**src/rtl/irq_poll_pkg.sv**
```systemverilog
package irq_poll_pkg;
  typedef enum logic [1:0] {
    KIND_NONE  = 2'd0,
    KIND_RESET = 2'd1,
    KIND_NMI   = 2'd2,
    KIND_IRQ   = 2'd3
  } kind_e;

  typedef enum logic [1:0] {
    OPC_OTHER = 2'd0,
    OPC_CLR   = 2'd1,
    OPC_SET   = 2'd2,
    OPC_PULL  = 2'd3
  } opcls_e;
endpackage

```
**src/rtl/irq_poll_nmi_latch.sv**
```systemverilog
module irq_poll_nmi_latch (
  input  logic clk,
  input  logic rst,
  input  logic nmi_n,
  input  logic clr,
  output logic pend_now
);
  logic line_q;
  logic pend_q;
  logic fall;

  assign fall     = line_q & ~nmi_n;
  assign pend_now = pend_q | fall;

  always_ff @(posedge clk) begin
    if (rst) begin
      line_q <= 1'b1;
      pend_q <= 1'b0;
    end else begin
      line_q <= nmi_n;
      pend_q <= pend_now & ~clr;
    end
  end
endmodule

```
**src/rtl/irq_poll_mask.sv**
```systemverilog
module irq_poll_mask
  import irq_poll_pkg::*;
(
  input  logic       clk,
  input  logic       rst,
  input  logic       cmos_mode,
  input  logic       boundary,
  input  logic [1:0] op_class,
  input  logic       i_flag,
  output logic       mask_eff
);
  logic before_q;
  logic wait_q;
  logic is_clr_like;
  logic is_set;

  assign is_clr_like = (op_class == OPC_CLR) || (op_class == OPC_PULL);
  assign is_set      = (op_class == OPC_SET);

  always_comb begin
    if (cmos_mode) begin
      mask_eff = is_set ? before_q : i_flag;
    end else if (is_set && wait_q) begin
      mask_eff = 1'b1;
    end else if (is_set || is_clr_like) begin
      mask_eff = before_q;
    end else begin
      mask_eff = i_flag;
    end
  end

  always_ff @(posedge clk) begin
    if (rst) begin
      before_q <= 1'b1;
      wait_q   <= 1'b0;
    end else if (boundary) begin
      before_q <= i_flag;
      wait_q   <= ~cmos_mode & is_clr_like & before_q & ~i_flag;
    end
  end
endmodule

```
**src/rtl/irq_poll_brk.sv**
```systemverilog
module irq_poll_brk #(
  parameter int CNT_W       = 3,
  parameter int HIJACK_LAST = 5
) (
  input  logic             clk,
  input  logic             rst,
  input  logic             cmos_mode,
  input  logic [CNT_W-1:0] brk_cycle,
  input  logic             nmi_now,
  output logic             hijack,
  output logic             vec_nmi
);
  localparam logic [CNT_W-1:0] LAST_C = CNT_W'(HIJACK_LAST);
  logic in_window;

  assign in_window = (brk_cycle != '0) && (brk_cycle <= LAST_C);
  assign hijack    = ~cmos_mode & nmi_now & in_window;

  always_ff @(posedge clk) begin
    if (rst) begin
      vec_nmi <= 1'b0;
    end else if (brk_cycle == '0) begin
      vec_nmi <= 1'b0;
    end else if (hijack) begin
      vec_nmi <= 1'b1;
    end
  end
endmodule

```
**src/rtl/irq_poll_unit.sv**
```systemverilog
module irq_poll_unit
  import irq_poll_pkg::*;
#(
  parameter int BRK_CNT_W   = 3,
  parameter int HIJACK_LAST = 5
) (
  input  logic                 clk,
  input  logic                 rst,
  input  logic                 cmos_mode,
  input  logic                 reset_req,
  input  logic                 nmi_n,
  input  logic                 irq_n,
  input  logic                 i_flag,
  input  logic                 boundary,
  input  logic [1:0]           op_class,
  input  logic [BRK_CNT_W-1:0] brk_cycle,
  output logic                 take_int,
  output logic [1:0]           kind,
  output logic                 vec_nmi
);
  logic  nmi_now;
  logic  nmi_clr;
  logic  mask_eff;
  logic  hijack;
  logic  res_q;
  logic  res_now;
  kind_e pick;

  irq_poll_nmi_latch u_nmi (
    .clk(clk), .rst(rst), .nmi_n(nmi_n), .clr(nmi_clr), .pend_now(nmi_now)
  );

  irq_poll_mask u_mask (
    .clk(clk), .rst(rst), .cmos_mode(cmos_mode), .boundary(boundary),
    .op_class(op_class), .i_flag(i_flag), .mask_eff(mask_eff)
  );

  irq_poll_brk #(.CNT_W(BRK_CNT_W), .HIJACK_LAST(HIJACK_LAST)) u_brk (
    .clk(clk), .rst(rst), .cmos_mode(cmos_mode), .brk_cycle(brk_cycle),
    .nmi_now(nmi_now), .hijack(hijack), .vec_nmi(vec_nmi)
  );

  assign res_now = res_q | reset_req;

  always_comb begin
    pick = KIND_NONE;
    if (boundary) begin
      if (res_now)                  pick = KIND_RESET;
      else if (nmi_now)             pick = KIND_NMI;
      else if (!irq_n && !mask_eff) pick = KIND_IRQ;
    end
  end

  assign nmi_clr = hijack | (pick == KIND_NMI);

  always_ff @(posedge clk) begin
    if (rst) begin
      res_q    <= 1'b0;
      take_int <= 1'b0;
      kind     <= KIND_NONE;
    end else begin
      res_q    <= res_now & (pick != KIND_RESET);
      take_int <= (pick != KIND_NONE);
      kind     <= pick;
    end
  end
endmodule

```
**config.mk**
```make
export PLATFORM = sky130hd
export DESIGN_NAME = irq_poll_unit
export DESIGN_NICKNAME = d
export VERILOG_FILES = /design/src/rtl/irq_poll_pkg.sv /design/src/rtl/irq_poll_nmi_latch.sv /design/src/rtl/irq_poll_mask.sv /design/src/rtl/irq_poll_brk.sv /design/src/rtl/irq_poll_unit.sv
export SDC_FILE = /design/constraint.sdc
export NUM_CORES = 1
export LEC_CHECK = 0
export ABC_AREA = 1
export CAP_MARGIN = 20
export CORE_AREA = 2 2 39 41
export DETAILED_ROUTE_END_ITERATION = 10
export DIE_AREA = 0 0 41 43
export DONT_BUFFER_PORTS = 1
export HOLD_SLACK_MARGIN = 0.08
export PLACE_DENSITY_LB_ADDON = 0.25
export REMOVE_ABC_BUFFERS = 1
export SYNTH_ARGS = -nofsm -noshare
export SYNTH_HDL_FRONTEND = slang
export SYNTH_SLANG_ARGS = --single-unit
export TNS_END_PERCENT = 30
```
**constraint.sdc**
```tcl
create_clock -name clk -period 1.45 [get_ports clk]
set_clock_uncertainty 0.05 [all_clocks]
set_input_delay 0.0725 -clock clk [delete_from_list [all_inputs] [get_ports clk]]
set_output_delay 0.0725 -clock clk [all_outputs]
set_load 0.02 [all_outputs]
```
Yosys cells after proc, flatten, opt, wreduce, memory -nomap -nowiden:

Index checks and enable logic that the tools add are counted.

* logic and storage cells: 48
* flip-flop bits (word level): 9
* input bits: 13

* order comparisons: 1
* mux-type cells: 8
* equality and inequality tests: 5
* bitwise operators: 15
* reductions and logical operators: 11

Operators with widths (number)
* AND 1 bit: 8
* 2-to-1 mux 2 bit: 4
* == test 2 bit (second input constant): 3
* 2-to-1 mux 1 bit: 4
* NOT 1 bit: 4
* less-or-equal comparator 3 bit (second input constant): 1
* logical AND 1 bit: 3
* logical NOT 3 bit: 1
* bitwise OR 1 bit: 3
* nonzero test 3 bit: 1
* == test 2 x 1 -> 1 bit (second input constant): 1
* logical NOT 1 bit: 2
* logical OR 1 bit: 2
* != test 2 x 1 -> 1 bit (second input constant): 1
* nonzero test 2 bit: 1
* OR reduction 2 bit: 1

Longest topological paths before layout:

* depth in word-level cells: 16
* mapped depth: 8

Modules after synthesis:

Synthesis repeated with hierarchy kept, for this count alone.

* cell total of the unflattened synthesis: 71
* area total of the unflattened synthesis: 465.4 µm²

Modules (own cells, without submodules)
* irq_poll_unit: seq. area each 80.1 µm², area an instance 167.7 µm², instances 1, cells an instance 25
* irq_poll_mask: seq. area each 40.0 µm², area an instance 140.1 µm², instances 1, cells an instance 23
* irq_poll_nmi_latch: seq. area each 40.0 µm², area an instance 81.3 µm², instances 1, cells an instance 11
* irq_poll_brk: seq. area each 20.0 µm², area an instance 76.3 µm², instances 1, cells an instance 12

Worst setup path before layout:

OpenSTA, ideal clock, no wires.

* kind: register to register
* start: register u_mask.before_q
* end: register take_int
* cell stages (with the launch flop): 8
* path buffers: 0
* arrival time: 0.702 ns
* slack: 0.584 ns
* clock period less this slack: 0.866 ns
* path through: dfxtp_1 nand3_1 nand2_1 inv_2 nand3_1 nand2_1 nand2_1 nand2_1

* longest elaborated chain between the ends: 10
* elaborated cells on any way between the ends: 11

RTL lines
* from (decl): line irq_poll_mask.sv:12 `logic before_q;`
* from (signal assigned): line irq_poll_mask.sv:37 `before_q <= i_flag;`
* 2-to-1 mux 1 bit: line irq_poll_mask.sv:25 `end else if (is_set || is_clr_like) begin`
* 2-to-1 mux 1 bit: line irq_poll_mask.sv:23 `end else if (is_set && wait_q) begin`
* 2-to-1 mux 1 bit (*): line irq_poll_mask.sv:21 `if (cmos_mode) begin`
* logical NOT 1 bit (*): line irq_poll_unit.sv:50 `else if (!irq_n && !mask_eff) pick = KIND_IRQ;`
* logical AND 1 bit (*): line irq_poll_unit.sv:50
* 2-to-1 mux 2 bit (*): line irq_poll_unit.sv:50
* 2-to-1 mux 2 bit (*): line irq_poll_unit.sv:49 `else if (nmi_now) pick = KIND_NMI;`
* 2-to-1 mux 2 bit (*): line irq_poll_unit.sv:48 `if (res_now) pick = KIND_RESET;`
* 2-to-1 mux 2 bit (*): line irq_poll_unit.sv:47 `if (boundary) begin`
* nonzero test 2 bit (*): line irq_poll_unit.sv:63 `take_int <= (pick != KIND_NONE);`
* to (signal assigned): line irq_poll_unit.sv:63
* to (decl): line irq_poll_unit.sv:17 `output logic take_int,`

Mark *: on every way between the ends. The rest lies on a longest branch, timed or not.
A chain may end at the register's enable or synchronous reset.

Final worst setup path:

* start: input port rst
* end: register res_q

RTL lines
* from (decl): line irq_poll_unit.sv:8 `input logic rst,`
* to (signal assigned): line irq_poll_unit.sv:62 `res_q <= res_now & (pick != KIND_RESET);`
* to (decl): line irq_poll_unit.sv:25 `logic res_q;`

No word-level cell between the ends.

==> impl_results.md <==
* Vias in the first global route at between 300 and 400
* Post-synthesis adder-cell area fraction at 0%
* Layout Nets at 90
* Post-CTS Setup Bufs at 0
* Largest net degree at the start of global routing at 8
* Worst-Margin Slew at between 0.2 and 0.3 ns
* Fraction of layout cells with a size suffix above 1 at about 18%
* Placer Congestion at slightly below 0.7
* Worst Hold Launch: cmos_mode
* Peak supply drop at just under 0.7 mV
* Outcome: completed
* Die ar. at roughly 1800 sq um
* Num CTS Buffers at 3
* Post-route antenna net violation count at 0
* Detailed-route DRC error count at 0
* Final period utilization at 89.3%
* Max Slew Vio Count at 0
* Power Density at 927 nW/um^2
* Register area share after synthesis at roughly 44%
* Most frequent cells in the layout: nand2_1, dlygate4sd3_1, dfxtp_1
* Max Cap Viol at 0
* Syn avg cell area at 6.99 sq um
* Setup TNS Final at 0 ns
* Core area at approximately 1400 sq um
* Ys Warns at 0
* # clock sinks at 9
* Chip Height at 43 microns
* Iter 0 DRT Violations at 0
* Ant diodes at 0
* CP required at ~1.6 ns
* Crit path kind: in -> reg
* WL met1 at about 360 microns
* Mapped Area at just over 400 sq um
* H-tree depth at 1
* Die width at 41 microns
* Worst r2r src: res_q
* DRT Pass-1 Iters at 1
* Clock Path Buffers at 2
* Commonest non-fill, non-tap cell in the layout: nand2_1
* Fin. Hold Viols at 0
* Cells on worst reg2reg path at 3
* Total GRT Usage at 10.8%
* Clock-pin slew on the worst setup and hold paths at 0.06 ns
* Port bufs at 0
* Normalized max-slew margin at roughly 83%
* Final setup viols at 0
* XOR/XNOR Fraction of Synth Area at 0%
* Area growth, synth to finish at 47.5%
* Worst Setup End Kind: flop
* R2r setup slk at approximately 0.25 ns
* Area after DPL at 425 sq um
* GR Overflow Total at 0
* Worst Hold Depth at 5
* Initial Utilization at about 29%
* RSZ-0062 raised after global routing: no
* Layout fillers at ~150
* Finished Core Util at between 40% and 50%
* Fmax achieved at a little under 800 MHz
* CTS root buf: clkbuf_4
* Worst Path Max Fanout at 7
* R2r endpoint: res_q
* Compound-Gate Fraction of Synth Area at approximately 9.0%
* Synth Area in Simple Gates at between 30% and 40%
* Overall power at roughly 550 uW
* Via count at around 400
* Detail Route met2 WL at 428 microns
* #FFs+latches synth at 9
* Post-synth cell types at 15
* CTS tree: yes
* Vias per cell at between 4 and 5
* Main combinational cell family by area after synthesis: simple AND/OR/NAND/NOR gates
* First-pass GRT wire length at 1.28 mm
* Worst Path Arrival at between 1 and 1.5 ns
* Worst hold path type: in -> reg
* Top-Level Pins at 17
* Post-Synthesis Cells at 58
* WL met3 at between 70 and 80 microns
* Clock latency on the worst-skew pair at 0.26 ns
* Final wirelength at 861 microns
* Leakage at approximately 0.30 nW
* Startpoint Class: input pin
* Min-Delay Endpoint: u_mask.wait_q
* FP Rows at 14
* Min Tclk post-route at around 1.3 ns
* Wire length per cell at 9.36 microns
* Final HPWL DP at 581 microns
* Portion of netlist area occupied by mux cells at 0%
* Top sig layer: met3
* Finished Cell Area at 598 sq um
* Initial antenna violation count at 0
[worst max path at each step]
| stage | slack [ns] | cells past startpoint | from | to |
|---|---|---|---|---|
| finish | 0.16 | 3 | rst | res_q |
| global route | 0.12 | 4 | brk_cycle[0] | u_brk.vec_nmi |
| CTS | 0.04 | 5 | u_mask.before_q | u_mask.wait_q |
| detailed placement | 0.52 | 7 | u_mask.before_q | take_int |
| global placement | 0.52 | 7 | u_mask.before_q | take_int |
| floorplan | 0.58 | 7 | u_mask.before_q | take_int |
[worst max-delay path, cell delays in order]
cell and delay, ns:
dlygate4sd3_1 0.63, nor3_1 0.19, dlygate4sd3_1 0.56
[cells by family after synthesis]
| group | after synthesis |
|---|---|
| AO/OA/AOI/OAI | 5 |
| buffers and inverters | 11 |
| flip-flops | 9 |
| AND/OR/NAND/NOR | 33 |
[metal layers]
layer  vias to the layer above  GRT usage [%]
met3                         0           8.38
met1                       167           13.1
met2                        13           15.0
li1                        216              -
met4                         0           2.00
met5                         -              0
[sequential cells by signal, summed over array words and instances (netlist names)]
| name | flops |
|---|---|
| take_int | 1 |
| u_nmi.line_q | 1 |
| kind | 2 |
| u_mask.before_q | 1 |
| res_q | 1 |
| u_brk.vec_nmi | 1 |
| u_mask.wait_q | 1 |
| u_nmi.pend_q | 1 |
[per-stage QoR]
| stage | setup WS (ns) | hold slack (ns) | instances |
|---|---|---|---|
| final | 0.155 | 0.0873 | 92 |
| after global placement | 0.516 | 0.0939 | 74 |
| after global routing | 0.118 | 0.144 | 92 |
| after detailed placement | 0.523 | 0.0955 | 74 |
| after floorplan | 0.584 | 0.0916 | 58 |
| after CTS | 0.0358 | 0.125 | 90 |
[final cells by class]
class	count	area [sq um]	area share [%]
multi-input cells	38	189	31.6
clock buffers	4	26.3	4.39
repair buffers	14	140	23.4
inverters	11	41.3	6.90
flip-flops and latches	9	181	30.3
well taps	16	20.0	3.35
[synth_stat cells]
master	number	area, sq um
nand4_1	1	6.26
a21oi_1	3	15.0
nor2_2	1	6.26
and3_1	1	6.26
inv_2	5	18.8
nor2_1	5	18.8
nand2_1	17	63.8
inv_1	6	22.5
nand3_1	4	20.0
a21oi_4	1	16.3
nor3_2	1	10.0
dfxtp_1	9	180
nand2_2	1	6.26
o21ai_0	1	5.00
nor3_1	2	10.0
[power by group]
group	leakage, nW	total (mW)	internal (mW)	switching (mW)
Sequential	0.0739	0.279	0.262	0.0165
Combinational	0.210	0.0868	0.0467	0.0402
Clock	0.0150	0.189	0.106	0.0835
Total	0.299	0.555	0.415	0.140
[repair_timing]
item	4_1_cts	5_1_grt
endpoints found under the setup margin	0	1
resized for setup	0	2
endpoints found under the hold margin	9	1
hold buffers	12	3
Power figures use the tool's default switching activity.
